===== config.mk =====
export PLATFORM = sky130hd
export DESIGN_NAME = gpio_irq_port
export DESIGN_NICKNAME = d
export VERILOG_FILES = /design/src/rtl/gpio_irq_port.sv
export SDC_FILE = /design/constraint.sdc
export NUM_CORES = 1
export LEC_CHECK = 0
export ABC_CLOCK_PERIOD_IN_PS = 1650
export BUFFER_PORTS_ARGS = -buffer_cell sky130_fd_sc_hd__buf_4
export CORE_ASPECT_RATIO = 0.9
export CORE_MARGIN = 2
export CORE_UTILIZATION = 53
export CTS_CLUSTER_DIAMETER = 60
export CTS_CLUSTER_SIZE = 20
export DETAILED_ROUTE_END_ITERATION = 7
export PLACE_DENSITY = 0.76
export SLEW_MARGIN = 20
export SYNTH_ARGS = -nofsm -noshare
export SYNTH_HDL_FRONTEND = slang
export SYNTH_SLANG_ARGS = --single-unit
export TNS_END_PERCENT = 20

===== constraint.sdc =====
create_clock -name clk -period 1.65 [get_ports clk]
set_input_delay 0.0825 -clock clk [delete_from_list [all_inputs] [get_ports clk]]
set_output_delay 0.0825 -clock clk [all_outputs]
set_load 0.02 [all_outputs]

===== src/rtl/gpio_irq_port.sv =====
module gpio_irq_port #(
  parameter int NPIN = 32,
  parameter int AW   = 8
) (
  input  logic            clk,
  input  logic            rst_n,
  input  logic            bus_wr,
  input  logic [AW-1:0]   bus_addr,
  input  logic [31:0]     bus_wdata,
  output logic [31:0]     bus_rdata,
  input  logic [NPIN-1:0] pad_in,
  output logic [NPIN-1:0] pad_out,
  output logic [NPIN-1:0] pad_oe,
  output logic            irq_lo,
  output logic            irq_hi
);
  localparam int HALF = NPIN / 2;

  logic [NPIN-1:0]   dout_q, dir_q, mask_q, sts_q, dual_q;
  logic [NPIN-1:0]   sync1_q, sync2_q, prev_q, evt;
  logic [2*NPIN-1:0] trig_q;
  logic [AW-3:0]     word;

  assign word = bus_addr[AW-1:2];

  always_ff @(posedge clk or negedge rst_n) begin
    if (!rst_n) begin
      sync1_q <= '0;
      sync2_q <= '0;
      prev_q  <= '0;
    end else begin
      sync1_q <= pad_in;
      sync2_q <= sync1_q;
      prev_q  <= sync2_q;
    end
  end

  always_comb begin
    for (int i = 0; i < NPIN; i++) begin
      if (dual_q[i]) evt[i] = sync2_q[i] ^ prev_q[i];
      else begin
        case (trig_q[2*i +: 2])
          2'd0:    evt[i] = ~sync2_q[i];
          2'd1:    evt[i] = sync2_q[i];
          2'd2:    evt[i] = sync2_q[i] & ~prev_q[i];
          default: evt[i] = ~sync2_q[i] & prev_q[i];
        endcase
      end
    end
  end

  always_ff @(posedge clk or negedge rst_n) begin
    if (!rst_n) begin
      dout_q <= '0;
      dir_q  <= '0;
      trig_q <= '0;
      mask_q <= '0;
      sts_q  <= '0;
      dual_q <= '0;
    end else begin
      if (bus_wr) begin
        case (word)
          'd0: dout_q <= bus_wdata;
          'd1: dir_q  <= bus_wdata;
          'd3: trig_q[HALF*2-1:0]      <= bus_wdata;
          'd4: trig_q[NPIN*2-1:HALF*2] <= bus_wdata;
          'd5: mask_q <= bus_wdata;
          'd7: dual_q <= bus_wdata;
          default: ;
        endcase
      end
      if (bus_wr && word == 'd6) sts_q <= (sts_q & ~bus_wdata) | evt;
      else                       sts_q <= sts_q | evt;
    end
  end

  always_comb begin
    case (word)
      'd0:     bus_rdata = dout_q;
      'd1:     bus_rdata = dir_q;
      'd2:     bus_rdata = sync2_q;
      'd3:     bus_rdata = trig_q[HALF*2-1:0];
      'd4:     bus_rdata = trig_q[NPIN*2-1:HALF*2];
      'd5:     bus_rdata = mask_q;
      'd6:     bus_rdata = sts_q;
      'd7:     bus_rdata = dual_q;
      default: bus_rdata = '0;
    endcase
  end

  assign pad_out = dout_q;
  assign pad_oe  = dir_q;
  assign irq_lo  = |(sts_q[HALF-1:0] & mask_q[HALF-1:0]);
  assign irq_hi  = |(sts_q[NPIN-1:HALF] & mask_q[NPIN-1:HALF]);


  sts_sticky_chk: assert property (@(posedge clk) disable iff (!rst_n)
    !(bus_wr && word == 'd6) |=> ((sts_q & $past(sts_q)) == $past(sts_q)));


  sts_clear_chk: assert property (@(posedge clk) disable iff (!rst_n)
    (bus_wr && word == 'd6) |=> ((sts_q & $past(bus_wdata) & ~$past(evt)) == '0));


  irq_masked_chk: assert property (@(posedge clk) disable iff (!rst_n)
    (mask_q == '0) |-> (!irq_lo && !irq_hi));


  dout_wr_chk: assert property (@(posedge clk) disable iff (!rst_n)
    (bus_wr && word == 'd0) |=> (pad_out == $past(bus_wdata)));


  sync_lat_chk: assert property (@(posedge clk) disable iff (!rst_n)
    $stable(pad_in) && $stable(sync1_q) |=> (sync2_q == $past(pad_in)));
endmodule


# --- After elaboration in Yosys (flattened, before gate mapping) ---
# Index checks and enable logic that the tools add are counted.
classes:
  n_eq_ne: 71
  muxes: 66
  bitwise: 166
  n_reduce_logical: 42
op_table:
  columns: ["op", "count"]
  rows:
  - ["$pmux W32 S8", 1]
  - ["$pmux W1 S3", 32]
  - ["$and A1 B1 Y1", 64]
  - ["$eq A2 B1 Y1 const B", 32]
  - ["$eq A2 B2 Y1 const B", 32]
  - ["$logic_not A2 Y1", 32]
  - ["$not A1 Y1", 64]
  - ["$or A32 B32 Y32", 2]
  - ["$and A16 B16 Y16", 2]
  - ["$and A32 B32 Y32", 1]
  - ["$mux W1", 32]
  - ["$mux W32", 1]
  - ["$not A32 Y32", 1]
  - ["$reduce_or A16 Y1", 2]
  - ["$xor A1 B1 Y1", 32]
  - ["$eq A6 B3 Y1 const B", 4]
  - ["$eq A6 B2 Y1 const B", 2]
  - ["$reduce_and A2 Y1", 6]
  - ["$eq A6 B1 Y1 const B", 1]
  - ["$logic_not A6 Y1", 1]
  - ["$logic_and A1 B1 Y1", 1]
word_totals:
  register_bits: 320
  in_bits: 75
  out_inout_bits: 98
  wordCells: 355

# --- Depth between registers and ports, before layout ---
depth:
  depth_word: 6
  mapped_depth: 6
  ltp_nobuf: 6

# --- Worst setup path after synthesis ---
# OpenSTA, ideal clock, no wires.
synth_timing:
  path_type: "input port to output port"
  startpoint: "input bus_addr[2]"
  endpoint: "output bus_rdata[10]"
  arrival_ns: 1.632
  t_required_ns: 1.567
  slack_ns: -0.065
  cell_stages: 4
  path_buffers: 2
  cell_sequence: "clkbuf_1 > clkbuf_1 > mux4_2 > a22o_1"
synth_via:
  elab_chain_len: 2
  word_cells_on_any_way: 9
  cone_classes: "7 x eq/ne; 1 x mux; 1 x reduce/logical"
synth_rtl:
  columns: ["item", "line_no", "rtl"]
  rows:
  - ["start, declared", "8", "input logic [AW-1:0] bus_addr,"]
  - ["$eq A6 B3 Y1, or another cell as far along", "78", "case (word)"]
  - ["$pmux W32 S8 *", "78", null]
  - ["end, declared", "10", "output logic [31:0] bus_rdata,"]
# Mark *: on every way between the ends. The rest lies on a longest branch, timed or not.

# --- Worst setup path in the final report ---
layout_timing:
  startpoint: "register mask_q[18]"
  endpoint: "output bus_rdata[18]"
layout_via:
  elab_chain_len: 1
layout_rtl:
  columns: ["item", "line_no", "rtl"]
  rows:
  - ["start, declared", "19", "logic [NPIN-1:0] dout_q, dir_q, mask_q, sts_q, dual_q;"]
  - ["start signal, assigned", "67", "'d5: mask_q <= bus_wdata;"]
  - ["$pmux W32 S8", "78", null]
# Every way passes these cells.

==> results.py <==
metrics = {
    "worst_setup_path": {
        "crit_fanout": 3,
        "cpLargestDelayFamily": "multiplexers",
        "path_depth": 4,
        "reg2regPathDepth": 7,
        "worstPathArrival_ns": 1.97,
        "r2r_slack_ns": 0.17,
        "cp_num_buf_inv": 2,
        "slowest_delay_ns": 0.48,
        "start_kind": "flop",
        "crit_chain": "buf_4 > mux4_2 > a22o_1 > buf_6",
        "cp.required_ns": 1.57,
        "cp_slowest_cell": "mux4_2",
        "crit_path_end_kind": "primary output",
        "critPathKind": "reg -> out",
    },
    "synthesis": {
        "synth-simple-area-share_pct": 3.07,
        "ys_ff_latch": 320,
        "synthMuxAreaShare_pct": 25.6,
        "synth_top_family_by_area": "multiplexers",
        "syn_inst": 1070,
        "avgSynthCellArea_um2": 14.0,
        "synth_compound_area_share_pct": 7.60,
        "synth_cell_types": 34,
        "ys_seq_area_share_pct": 53.5,
        "yosys.area_share.adder_pct": 5.35,
        "syn-cell-area_um2": 15000,
        "syn_nets": 1209,
        "synth-xor-area-share_pct": 1.05,
        "yosys_warnings": 0,
    },
    "sta": {
        "max_freq_mhz": 487,
        "drv_slew": 0,
        "finalWorstSetupSlack_ns": -0.404,
        "setup_tns_ns": -9.71,
        "slew_headroom_pct": 39.1,
        "rsz0062_at_grt": "true",
        "hold_viol_final": 0,
        "fin_skew_ns": 0.0124,
        "setup_viol": 34,
        "timing.final.crit_period_ns": 2.05,
        "min_period_over_period_pct": 124,
        "worst_pin_slew_ns": 0.910,
    },
    "layout": {
        "nets": 1512,
        "num_antenna_cells": 0,
        "final_cell_area_um2": 19200,
        "multi_input_area_um2": 6440,
        "syn_to_final_growth_pct": 28.1,
        "fillCellCount": 1930,
        "drive_gt1_share_pct": 43.2,
        "layout.cells.non_filler": 1753,
        "seq_area_um2": 8070,
    },
    "clocking": {
        "htree_levels": 1,
        "cts_buffers": 26,
        "cts_root_buf": "clkbuf_16",
        "cts_sinks": 320,
        "clk_pin_slew_worst_paths_ns": 0.08,
        "cts_tree": "yes",
        "clk_latency_ns": 0.55,
        "clk_path_buf_depth": 3,
    },
    "grt": {
        "grt_antenna_before_repair": 0,
        "grt_pass1_vias": 10731,
        "grt_pass1_wl_mm": 61.2,
        "gr-total-overflow": 0,
        "grt_max_degree": 75,
        "grt_usage_pct": 26.6,
    },
    "routing": {
        "vias_per_cell": 5.84,
        "postRouteWirelength_mm": 38.6,
        "remaining_drc_errors": 0,
        "wl_per_cell_um": 22.0,
        "vias": 10241,
        "firstDrtPassIters": 5,
        "ant_nets": 0,
        "dr.first_iter.drc_count": 740,
    },
    "floorplan": {
        "initial_utilization_pct": 53.7,
        "chipHeight_um": 163,
        "num_rows": 58,
        "core_area_um2": 27900,
        "io-pin-count": 173,
        "die_x_um": 181,
        "dieArea_um2": 29600,
    },
    "min_path": {
        "min_path_type": "in -> async",
    },
    "placed_design": {
        "dp_hpwl_mm": 26.4,
        "place_area_um2": 17100,
        "placedCellCount": 1607,
        "pre_cts_ws_ns": -0.141,
        "place_congestion": 0.840,
        "io_buffers": 170,
    },
    "power": {
        "power_density_nw_per_um2": 1030,
        "p_leak_uw": 0.00884,
        "max-vdd-ir-drop_v": 0.00102,
        "finalPower_uw": 19700,
    },
    "job": {
        "drv_cap": 0,
    },
    "outcome": {
        "violations": "setup timing",
        "status": "finished, violations left",
    },
}
[layer usage]
metal	wire length, um	up-vias	GRT usage, %
met5	0	-	0
met4	969	0	7.46
met3	2240	54	4.50
met2	18600	347	43.5
met1	16900	5329	37.3
li1	-	4511	-
[cell usage in the layout, fill, tap and decap left out, types with 4 or more instances in the layout]
| master | synthesis | routed |
|---|---|---|
| and2_0 | 4 | 4 |
| mux4_2 | 64 | 64 |
| buf_6 | 0 | 32 |
| inv_6 | 0 | 5 |
| nor2_1 | 11 | 7 |
| mux2i_1 | 32 | 32 |
| a221o_1 | 7 | 7 |
| nor2b_1 | 7 | 7 |
| inv_1 | 96 | 96 |
| buf_12 | 0 | 19 |
| a211oi_1 | 14 | 14 |
| dlygate4sd3_1 | 0 | 67 |
| a21oi_1 | 18 | 18 |
| dfrtp_1 | 320 | 272 |
| buf_4 | 6 | 199 |
| dfrtp_2 | 0 | 48 |
| xnor2_1 | 18 | 18 |
| a2111oi_0 | 7 | 7 |
| a211o_1 | 7 | 7 |
| clkbuf_16 | 0 | 27 |
| nand2_1 | 62 | 62 |
| mux2_2 | 180 | 180 |
| inv_8 | 0 | 5 |
| a221oi_1 | 8 | 4 |
| a221oi_2 | 0 | 4 |
| ha_1 | 64 | 64 |
| o21ai_0 | 34 | 34 |
| a22o_1 | 58 | 58 |
[synth_stat cells]
library cell / instances / area [um^2]
a2111oi_0: 7 / 61.3
a211o_1: 7 / 61.3
a211oi_1: 14 / 105
a21oi_1: 18 / 90.1
a221o_1: 7 / 70.1
a221oi_1: 8 / 70.1
a22o_1: 58 / 508
and2_0: 4 / 25.0
and2_1: 3 / 18.8
buf_1: 2 / 7.51
buf_2: 24 / 120
buf_4: 6 / 45.0
clkbuf_1: 11 / 41.3
dfrtp_1: 320 / 8010
ha_1: 64 / 801
inv_1: 96 / 360
mux2_1: 3 / 33.8
mux2_2: 180 / 2030
mux2i_1: 32 / 320
mux4_2: 64 / 1440
nand2_1: 62 / 233
nand3_1: 1 / 5.00
nand3b_1: 1 / 7.51
nand4_1: 2 / 12.5
nor2_1: 11 / 41.3
nor2b_1: 7 / 43.8
nor3_4: 1 / 16.3
nor3b_1: 1 / 7.51
nor4_2: 1 / 12.5
nor4b_2: 1 / 15.0
o21ai_0: 34 / 170
or4_1: 1 / 7.51
or4b_4: 1 / 13.8
xnor2_1: 18 / 158
[worst paths after layout]
kind | start | to
max reg2reg | sync2_q[25]$_DFF_PN0_ | sts_q[25]$_DFF_PN0_
max in group asynchronous | rst_n | trig_q[51]$_DFFE_PN0P_
max | mask_q[18]$_DFFE_PN0P_ | bus_rdata[18]
min | rst_n | prev_q[26]$_DFF_PN0_
min reg2reg | sync1_q[9]$_DFF_PN0_ | sync2_q[9]$_DFF_PN0_
min in group clk | pad_in[13] | sync1_q[13]$_DFF_PN0_
[report_power, final]
group	internal, uW	total (uW)	leakage [uW]	switching [uW]
combinational	1940	3560	0.00452	1620
clock	3500	6730	0.000448	3230
sequential	8620	9380	0.00387	760
[logic make-up after synthesis]
group | count (synthesis)
XOR/XNOR | 18
AND/OR/NAND/NOR | 97
flip-flops | 320
multiplexers | 279
buffers and inverters | 139
adder cells (fa/ha/maj) | 64
AO/OA/AOI/OAI | 153
[worst reg2reg max path, cell delays in order, from the launching register on]
cell and delay (ns):
dfrtp_2 0.36, buf_4 0.14, inv_1 0.06, ha_1 0.19, and2_0 0.15, o21ai_0 0.14, mux2i_1 0.08, a211o_1 0.26
[per-stage QoR]
step                      hold WS (ns)  utilization, %
final                            0.149            68.7
after floorplan                 -0.213               -
after global placement         -0.0210            61.5
after global routing             0.154            68.7
after CTS                        0.147            68.1
after detailed placement       -0.0203            61.5
[registers in the layout, indices dropped and copies added, names as in the netlist]
signal	count
pad_out	32
sync2_q	32
prev_q	32
sync1_q	32
trig_q	64
pad_oe	32
dual_q	32
mask_q	32
sts_q	32
[final cells by class]
class	instances	area share [%]
clock buffers	29	3.62
clock inverters	19	1.18
inverters	96	1.88
multi-input cells	611	33.6
flip-flops and latches	320	42.1
well taps	360	2.35
repair buffers	318	15.2
[timing repair]
item,CTS,global route
setup buffers,11,20
hold buffers,67,0
gates resized for setup,65,19
setup endpoints to repair,34,34
hold endpoints to repair,551,0
pin swaps,36,1
Note: power is estimated with default switching activity, not from simulation.
